File: src/rtl/sw_bridge_pkg.sv
// Shared types for the sub-word access bridge.
// Assumes: nothing beyond standard SystemVerilog.
package sw_bridge_pkg;

    // Controller phases: wait, fetch dword, store dword, hold response.
    typedef enum logic [1:0] {
        ST_IDLE  = 2'd0,
        ST_FETCH = 2'd1,
        ST_STORE = 2'd2,
        ST_REPLY = 2'd3
    } sw_state_e;

endpackage

File: src/rtl/sw_req_decode.sv
// Request legality and lane decode.
// What it does: classifies an incoming size/offset pair as illegal-size,
// misaligned or legal, flags a full-width access, and produces the byte
// lanes the access touches.
// Assumes: the size is a byte count and the bus width is a power of two bytes.
module sw_req_decode #(
    parameter int BYTES  = 4,
    localparam int OFF_W  = $clog2(BYTES),
    localparam int SIZE_W = OFF_W + 1
) (
    input  logic [OFF_W-1:0]  addr_lo,
    input  logic [SIZE_W-1:0] size,
    output logic              size_bad,
    output logic              misalign,
    output logic              full,
    output logic [BYTES-1:0]  lane_en
);

    logic [SIZE_W-1:0] size_m1;
    logic [SIZE_W:0]   lane_end;

    // Size legality: nonzero, a power of two, not wider than the bus.
    always_comb begin
        size_m1  = size - SIZE_W'(1);
        size_bad = (size == '0) || ((size & size_m1) != '0) ||
                   (32'(size) > BYTES);
        misalign = !size_bad && ((addr_lo & size_m1[OFF_W-1:0]) != '0);
        full     = (32'(size) == BYTES);
        lane_end = (SIZE_W+1)'(addr_lo) + (SIZE_W+1)'(size);
    end

    // One enable per byte lane covered by [offset, offset+size).
    for (genvar i = 0; i < BYTES; i++) begin : g_lane
        assign lane_en[i] = (32'(addr_lo) <= i) && (32'(lane_end) > i);
    end

endmodule

File: src/rtl/sw_lane_unit.sv
// Byte-lane datapath.
// What it does: extracts a right-aligned, zero-extended value from a fetched
// dword, and merges new bytes into a fetched dword at the addressed lanes.
// Assumes: offset/size/lanes come from registers and describe a legal access.
module sw_lane_unit #(
    parameter int DATA_W = 32,
    localparam int BYTES  = DATA_W / 8,
    localparam int OFF_W  = $clog2(BYTES),
    localparam int SIZE_W = OFF_W + 1
) (
    input  logic [DATA_W-1:0] fetched,
    input  logic [DATA_W-1:0] new_data,
    input  logic [OFF_W-1:0]  offset,
    input  logic [SIZE_W-1:0] size,
    input  logic [BYTES-1:0]  lane_en,
    output logic [DATA_W-1:0] read_out,
    output logic [DATA_W-1:0] merged
);

    logic [DATA_W-1:0] shifted;
    logic [DATA_W-1:0] placed;

    // Move fetched lanes down and new lanes up by the byte offset.
    always_comb begin
        shifted = fetched  >> {offset, 3'b000};
        placed  = new_data << {offset, 3'b000};
    end

    // Per lane: keep low lanes of the read, pick new or old byte for merge.
    for (genvar i = 0; i < BYTES; i++) begin : g_byte
        assign read_out[8*i +: 8] = (32'(size) > i) ? shifted[8*i +: 8] : 8'h00;
        assign merged[8*i +: 8]   = lane_en[i] ? placed[8*i +: 8] : fetched[8*i +: 8];
    end

endmodule

File: src/rtl/sw_bridge_ctrl.sv
// Sequencing controller for the sub-word bridge.
// What it does: takes one request, then runs fetch and/or store on the dword
// bus and holds the response until it is taken.
// Assumes: downstream read data is valid in the cycle bus_ready is high;
// decode and lane results are supplied by the sibling units.
module sw_bridge_ctrl
    import sw_bridge_pkg::*;
#(
    parameter int ADDR_W = 32,
    parameter int DATA_W = 32,
    localparam int BYTES  = DATA_W / 8,
    localparam int OFF_W  = $clog2(BYTES),
    localparam int SIZE_W = OFF_W + 1
) (
    input  logic              clk,
    input  logic              rst_n,
    input  logic              req_valid,
    output logic              req_ready,
    input  logic              req_write,
    input  logic [ADDR_W-1:0] req_addr,
    input  logic [SIZE_W-1:0] req_size,
    input  logic [DATA_W-1:0] req_wdata,
    input  logic              dec_reject,
    input  logic              dec_full,
    input  logic [BYTES-1:0]  dec_lanes,
    input  logic [DATA_W-1:0] lane_read,
    input  logic [DATA_W-1:0] lane_merged,
    output logic [OFF_W-1:0]  q_offset,
    output logic [SIZE_W-1:0] q_size,
    output logic [BYTES-1:0]  q_lanes,
    output logic [DATA_W-1:0] q_wdata,
    output logic              rsp_valid,
    input  logic              rsp_ready,
    output logic [DATA_W-1:0] rsp_rdata,
    output logic              rsp_err,
    output logic              bus_valid,
    input  logic              bus_ready,
    output logic              bus_write,
    output logic [ADDR_W-1:0] bus_addr,
    output logic [DATA_W-1:0] bus_wdata
);

    sw_state_e         state;
    logic              write_q;
    logic [ADDR_W-1:0] addr_q;
    logic [DATA_W-1:0] store_q;
    logic [DATA_W-1:0] rdata_q;
    logic              err_q;
    logic              take;

    assign take = req_valid && (state == ST_IDLE);

    // Phase register: idle -> fetch/store/reply -> idle.
    always_ff @(posedge clk) begin
        if (!rst_n) begin
            state <= ST_IDLE;
        end else begin
            case (state)
                ST_IDLE: begin
                    if (req_valid) begin
                        if (dec_reject)                 state <= ST_REPLY;
                        else if (req_write && dec_full) state <= ST_STORE;
                        else                            state <= ST_FETCH;
                    end
                end
                ST_FETCH: if (bus_ready) state <= write_q ? ST_STORE : ST_REPLY;
                ST_STORE: if (bus_ready) state <= ST_REPLY;
                ST_REPLY: if (rsp_ready) state <= ST_IDLE;
                default:  state <= ST_IDLE;
            endcase
        end
    end

    // Capture request fields on acceptance.
    always_ff @(posedge clk) begin
        if (!rst_n) begin
            write_q  <= 1'b0;
            addr_q   <= '0;
            q_offset <= '0;
            q_size   <= '0;
            q_lanes  <= '0;
            q_wdata  <= '0;
        end else if (take) begin
            write_q  <= req_write;
            addr_q   <= {req_addr[ADDR_W-1:OFF_W], {OFF_W{1'b0}}};
            q_offset <= req_addr[OFF_W-1:0];
            q_size   <= req_size;
            q_lanes  <= dec_lanes;
            q_wdata  <= req_wdata;
        end
    end

    // Dword to store: request data for full writes, merge result otherwise.
    always_ff @(posedge clk) begin
        if (!rst_n) begin
            store_q <= '0;
        end else if (take && req_write && dec_full) begin
            store_q <= req_wdata;
        end else if (state == ST_FETCH && bus_ready && write_q) begin
            store_q <= lane_merged;
        end
    end

    // Response contents: error fill, extracted read, or write acknowledge.
    always_ff @(posedge clk) begin
        if (!rst_n) begin
            rdata_q <= '0;
            err_q   <= 1'b0;
        end else if (take && dec_reject) begin
            rdata_q <= req_write ? '0 : '1;
            err_q   <= 1'b1;
        end else if (state == ST_FETCH && bus_ready && !write_q) begin
            rdata_q <= lane_read;
            err_q   <= 1'b0;
        end else if (state == ST_STORE && bus_ready) begin
            rdata_q <= '0;
            err_q   <= 1'b0;
        end
    end

    // Outputs derived from the phase.
    always_comb begin
        req_ready = (state == ST_IDLE);
        bus_valid = (state == ST_FETCH) || (state == ST_STORE);
        bus_write = (state == ST_STORE);
        bus_addr  = addr_q;
        bus_wdata = store_q;
        rsp_valid = (state == ST_REPLY);
        rsp_rdata = rdata_q;
        rsp_err   = err_q;
    end

endmodule

File: src/rtl/sw_access_bridge.sv
// Top of the sub-word access bridge.
// What it does: joins the decode, lane datapath and controller so that
// 1/2/4-byte requests become aligned dword accesses.
// Assumes: a single requester and exclusive use of the dword bus.
module sw_access_bridge #(
    parameter int ADDR_W = 32,
    parameter int DATA_W = 32,
    localparam int BYTES  = DATA_W / 8,
    localparam int OFF_W  = $clog2(BYTES),
    localparam int SIZE_W = OFF_W + 1
) (
    input  logic              clk,
    input  logic              rst_n,
    input  logic              req_valid,
    output logic              req_ready,
    input  logic              req_write,
    input  logic [ADDR_W-1:0] req_addr,
    input  logic [SIZE_W-1:0] req_size,
    input  logic [DATA_W-1:0] req_wdata,
    output logic              rsp_valid,
    input  logic              rsp_ready,
    output logic [DATA_W-1:0] rsp_rdata,
    output logic              rsp_err,
    output logic              bus_valid,
    input  logic              bus_ready,
    output logic              bus_write,
    output logic [ADDR_W-1:0] bus_addr,
    output logic [DATA_W-1:0] bus_wdata,
    input  logic [DATA_W-1:0] bus_rdata
);

    logic              size_bad, misalign, dec_full;
    logic [BYTES-1:0]  dec_lanes;
    logic [OFF_W-1:0]  q_offset;
    logic [SIZE_W-1:0] q_size;
    logic [BYTES-1:0]  q_lanes;
    logic [DATA_W-1:0] q_wdata;
    logic [DATA_W-1:0] lane_read, lane_merged;

    sw_req_decode #(.BYTES(BYTES)) u_dec (
        .addr_lo  (req_addr[OFF_W-1:0]),
        .size     (req_size),
        .size_bad (size_bad),
        .misalign (misalign),
        .full     (dec_full),
        .lane_en  (dec_lanes)
    );

    sw_lane_unit #(.DATA_W(DATA_W)) u_lane (
        .fetched  (bus_rdata),
        .new_data (q_wdata),
        .offset   (q_offset),
        .size     (q_size),
        .lane_en  (q_lanes),
        .read_out (lane_read),
        .merged   (lane_merged)
    );

    sw_bridge_ctrl #(.ADDR_W(ADDR_W), .DATA_W(DATA_W)) u_ctrl (
        .clk         (clk),
        .rst_n       (rst_n),
        .req_valid   (req_valid),
        .req_ready   (req_ready),
        .req_write   (req_write),
        .req_addr    (req_addr),
        .req_size    (req_size),
        .req_wdata   (req_wdata),
        .dec_reject  (size_bad || misalign),
        .dec_full    (dec_full),
        .dec_lanes   (dec_lanes),
        .lane_read   (lane_read),
        .lane_merged (lane_merged),
        .q_offset    (q_offset),
        .q_size      (q_size),
        .q_lanes     (q_lanes),
        .q_wdata     (q_wdata),
        .rsp_valid   (rsp_valid),
        .rsp_ready   (rsp_ready),
        .rsp_rdata   (rsp_rdata),
        .rsp_err     (rsp_err),
        .bus_valid   (bus_valid),
        .bus_ready   (bus_ready),
        .bus_write   (bus_write),
        .bus_addr    (bus_addr),
        .bus_wdata   (bus_wdata)
    );

endmodule

File: config.mk
export PLATFORM = sky130hd
export DESIGN_NAME = sw_access_bridge
export DESIGN_NICKNAME = d
export VERILOG_FILES = /design/src/rtl/sw_bridge_pkg.sv /design/src/rtl/sw_req_decode.sv /design/src/rtl/sw_lane_unit.sv /design/src/rtl/sw_bridge_ctrl.sv /design/src/rtl/sw_access_bridge.sv
export SDC_FILE = /design/constraint.sdc
export NUM_CORES = 1
export LEC_CHECK = 0
export CAP_MARGIN = 30
export CORE_MARGIN = 2
export CORE_UTILIZATION = 48
export DETAILED_ROUTE_END_ITERATION = 10
export HOLD_SLACK_MARGIN = 0.15
export PLACE_DENSITY = 0.81
export SLEW_MARGIN = 25
export SYNTH_ARGS = -nofsm -noshare
export SYNTH_HDL_FRONTEND = slang
export SYNTH_SLANG_ARGS = --single-unit
File: constraint.sdc
create_clock -name clk -period 2.48 [get_ports clk]
set_clock_uncertainty 0.15 [all_clocks]
set_input_delay 0.248 -clock clk [delete_from_list [all_inputs] [get_ports clk]]
set_output_delay 0.248 -clock clk [all_outputs]
set_load 0.1 [all_outputs]
==> out/metrics.csv <==
metric,value,unit
yosys warns,0,
core area,14000,µm²
Root Buffer,clkbuf_16,
Cell Pwr Density,1150,nW/µm²
CTS tree,done,
post-synth cell types,43,
status,completed,
worst hold path class,input pin to flip-flop,
Post-CTS Resized,0,
antenna violations before repair,0,
Final nets,1114,
Crit. End Element,flip-flop,
Worst-Margin Slew,1.01,ns
routed vias,6838,
fraction of layout cells with a size suffix above 1,20.7,%
worst-path fanout max,23,
reg2reg start,u_ctrl.q_offset[0],
H-tree depth,4,
I/O pin total,206,
Initial Util,49.3,%
headroom to the max-slew limit,31.8,%
cell leakage power,0.00373,µW
Arrival @ worst endpoint,2.59,ns
Clock power frac,22.9,%
DIE HEIGHT,124,µm
Switching Fraction,48.3,%
register bit total from synthesis,139,
largest family of logic cells by synthesized area,compound AO/OA/AOI/OAI gates,
area grow syn2layout,37.9,%
Synth top area share,40.3,%
vias in the first global route,6258,
Routed WL,21600,µm
Post-CTS Hold Fix Bufs,0,
gpl congestion,0.902,
DP Wirelength,15400,µm
ranking of synthesized cells by area,"dfxtp_1 40%, nand2_1 9.6%, a21boi_0 7.6%",
"Seq/Total Area, Yosys",40.3,%
Int Pwr,5640,µW
Final Max Tran Viols,0,
buffer levels on the longest clock path,2,
largest net degree at the start of global routing,69,
Tot GR Track Use,28.3,%
Setup CP Type,flip-flop to flip-flop,
"area leader, netlist",dfxtp_1,
grt ovf,0,
RSZ-0062 raised after global routing,no,
Simple-Gate Fraction of Synth Area,18.2,%
worst vdd ir,0.602,mV
Gate power share,49.2,%
reg-to-reg endpoint,u_ctrl.bus_wdata[6],
cts bufs inserted,17,
Detail Route Antenna Nets,0,
Finished Core Util,68.1,%
wire length per cell,18.2,µm
startpoint class of the critical path,flip-flop,
Critical Path RT,2.71,ns
Final Hold Violating Endpoints,0,
number of synthesized flops with an enable pin,0,
Row Count,43,
Via density,5.76,
placed inst area,8940,µm²
worst skew pair latency,0.43,ns
Tmin final,2.37,ns
DRC Markers,0,
CTS Sinks,139,
Iteration-0 DRC Markers,719,
port bufs,203,
"Reg clk slew, reported paths",0.06,ns
main flop type after synthesis,dfxtp_1,
syn avg cell area,8.49,µm²
ys async rst share,0,%
global-route wire length before repair,33200,µm
Final Cycle Share,95.5,%
fmax,422,MHz
compound-cell area share of the yosys netlist,28.0,%
cell count after synthesis,813,
Post-Syn Area,6900,µm²
Die ar.,15400,µm²
XOR/XNOR Fraction of Synth Area,0,%
post-layout instance area,9520,µm²
drt pass-1 iters,6,
Setup Viol. Count Final,0,
hold path startpoint,rst_n,
Synth Area in Adders,2.28,%
most frequent cell after synthesis,nand2_1,
cell depth of the worst flop-to-flop path,5,
reg2reg setup slack,0.11,ns
post-synthesis mux area share,6.42,%
Hold Path Stages,2,
Min-Delay Endpoint,u_ctrl.q_wdata[1],
fill cell count,1156,
diodes inserted,0,
Synth top cells by count,"176 x nand2_1, 139 x dfxtp_1, 70 x a21boi_0, 55 x clkbuf_1, 51 x o21ai_0",
Die X,124,µm
"Setup Fix Bufs, Post-CTS",0,
Max Cap Viol,0,
switching power,5270,µW
register share of total power,27.9,%
## cell usage in the layout, fill, tap and decap left out, types with 3 or more instances in the layout
| cell | instances |
|---|---|
| a21boi_0 | 70 |
| mux2_2 | 10 |
| nand3_1 | 4 |
| and2_1 | 33 |
| a211oi_2 | 8 |
| buf_12 | 4 |
| buf_4 | 128 |
| o21ai_0 | 51 |
| inv_1 | 8 |
| clkdlybuf4s50_1 | 103 |
| dfxtp_1 | 137 |
| nor2_1 | 17 |
| a221oi_1 | 16 |
| a21oi_1 | 35 |
| nand2_1 | 175 |
| o221ai_1 | 9 |
| nor3_1 | 5 |
| o221a_2 | 20 |
| or3_1 | 9 |
| clkinvlp_4 | 3 |
| ha_1 | 9 |
| nor2b_1 | 21 |
| o211ai_1 | 16 |
| a211oi_1 | 18 |
| o221a_1 | 12 |
| mux2i_1 | 33 |
| clkbuf_16 | 17 |
## kinds of logic (layout without fill, tap and decap cells)
family	after synthesis	count (layout)
fa+ha+maj	12	12
other cells	1	2
mux	43	43
buf+inv	81	275
flops	139	139
simple gates	277	277
compound gates	260	260
## power groups by stage
stage	clock network (µW)	registers, µW	logic [µW]
floorplan	0	5230	1930
global placement	0	3070	5300
detailed placement	0	3080	5340
CTS	2510	3030	5360
global route	2620	3090	5640
finish	2500	3040	5360
## critical path: stages (launching register included)
cell      delay, ns
dfxtp_2        0.45
buf_4          0.26
nor3_1         0.84
a221oi_1       0.19
o21ai_0        0.27
and2_1         0.15
## routing by layer
layer	vias up	wire [µm]	GRT usage, %
met5	-	0	0
met4	0	469	9.55
met3	53	2100	7.97
met2	337	9870	44.3
met1	3188	9210	37.5
li1	3260	-	-
## registers in the layout (all words and copies together), names as in the netlist
signal,cells
u_ctrl.write_q,1
u_ctrl.rsp_rdata,32
u_ctrl.q_offset,2
u_ctrl.q_lanes,4
u_ctrl.rsp_err,1
u_ctrl.q_size,3
u_ctrl.state,2
u_ctrl.bus_addr,30
u_ctrl.bus_wdata,32
u_ctrl.q_wdata,32
## worst max-delay path by stage
stage / start / to / slack, ns
after global placement: req_size[0] / u_ctrl.rsp_rdata[3] / -0.23
after global routing: u_ctrl.q_offset[0] / u_ctrl.bus_wdata[6] / 0.02
after detailed placement: req_size[0] / u_ctrl.rsp_rdata[3] / -0.29
after floorplan: u_ctrl.state[0] / u_ctrl.rsp_rdata[8] / 0.04
final: u_ctrl.q_offset[0] / u_ctrl.bus_wdata[6] / 0.11
after CTS: u_ctrl.state[0] / u_ctrl.rsp_rdata[3] / 0.11
## metrics by stage
stage | hold slack [ns] | std cells | TNS, ns | total power, µW | setup slack (ns)
after floorplan | 0.243 | 814 | 0 | 7160 | 0.0351
after global placement | 0.299 | 1158 | -6.63 | 8370 | -0.232
after detailed placement | 0.304 | 1158 | -7.62 | 8420 | -0.291
after global routing | 0.171 | 1188 | 0 | 11300 | 0.0206
final | 0.160 | 1188 | 0 | 10900 | 0.111
after CTS | 0.155 | 1188 | 0 | 10900 | 0.107
## cell type report
cell class                      count  area, µm²  area share [%]
Multi-Input combinational cell    594       3820            40.2
Sequential cell                   139       2790            29.3
Timing Repair Buffer              235       2070            21.8
Clock buffer                       20        457            4.80
Tap cell                          180        225            2.37
Clock inverter                     10        119            1.25
Inverter                           10       37.5           0.394
Note: power is estimated with default switching activity, not from simulation.
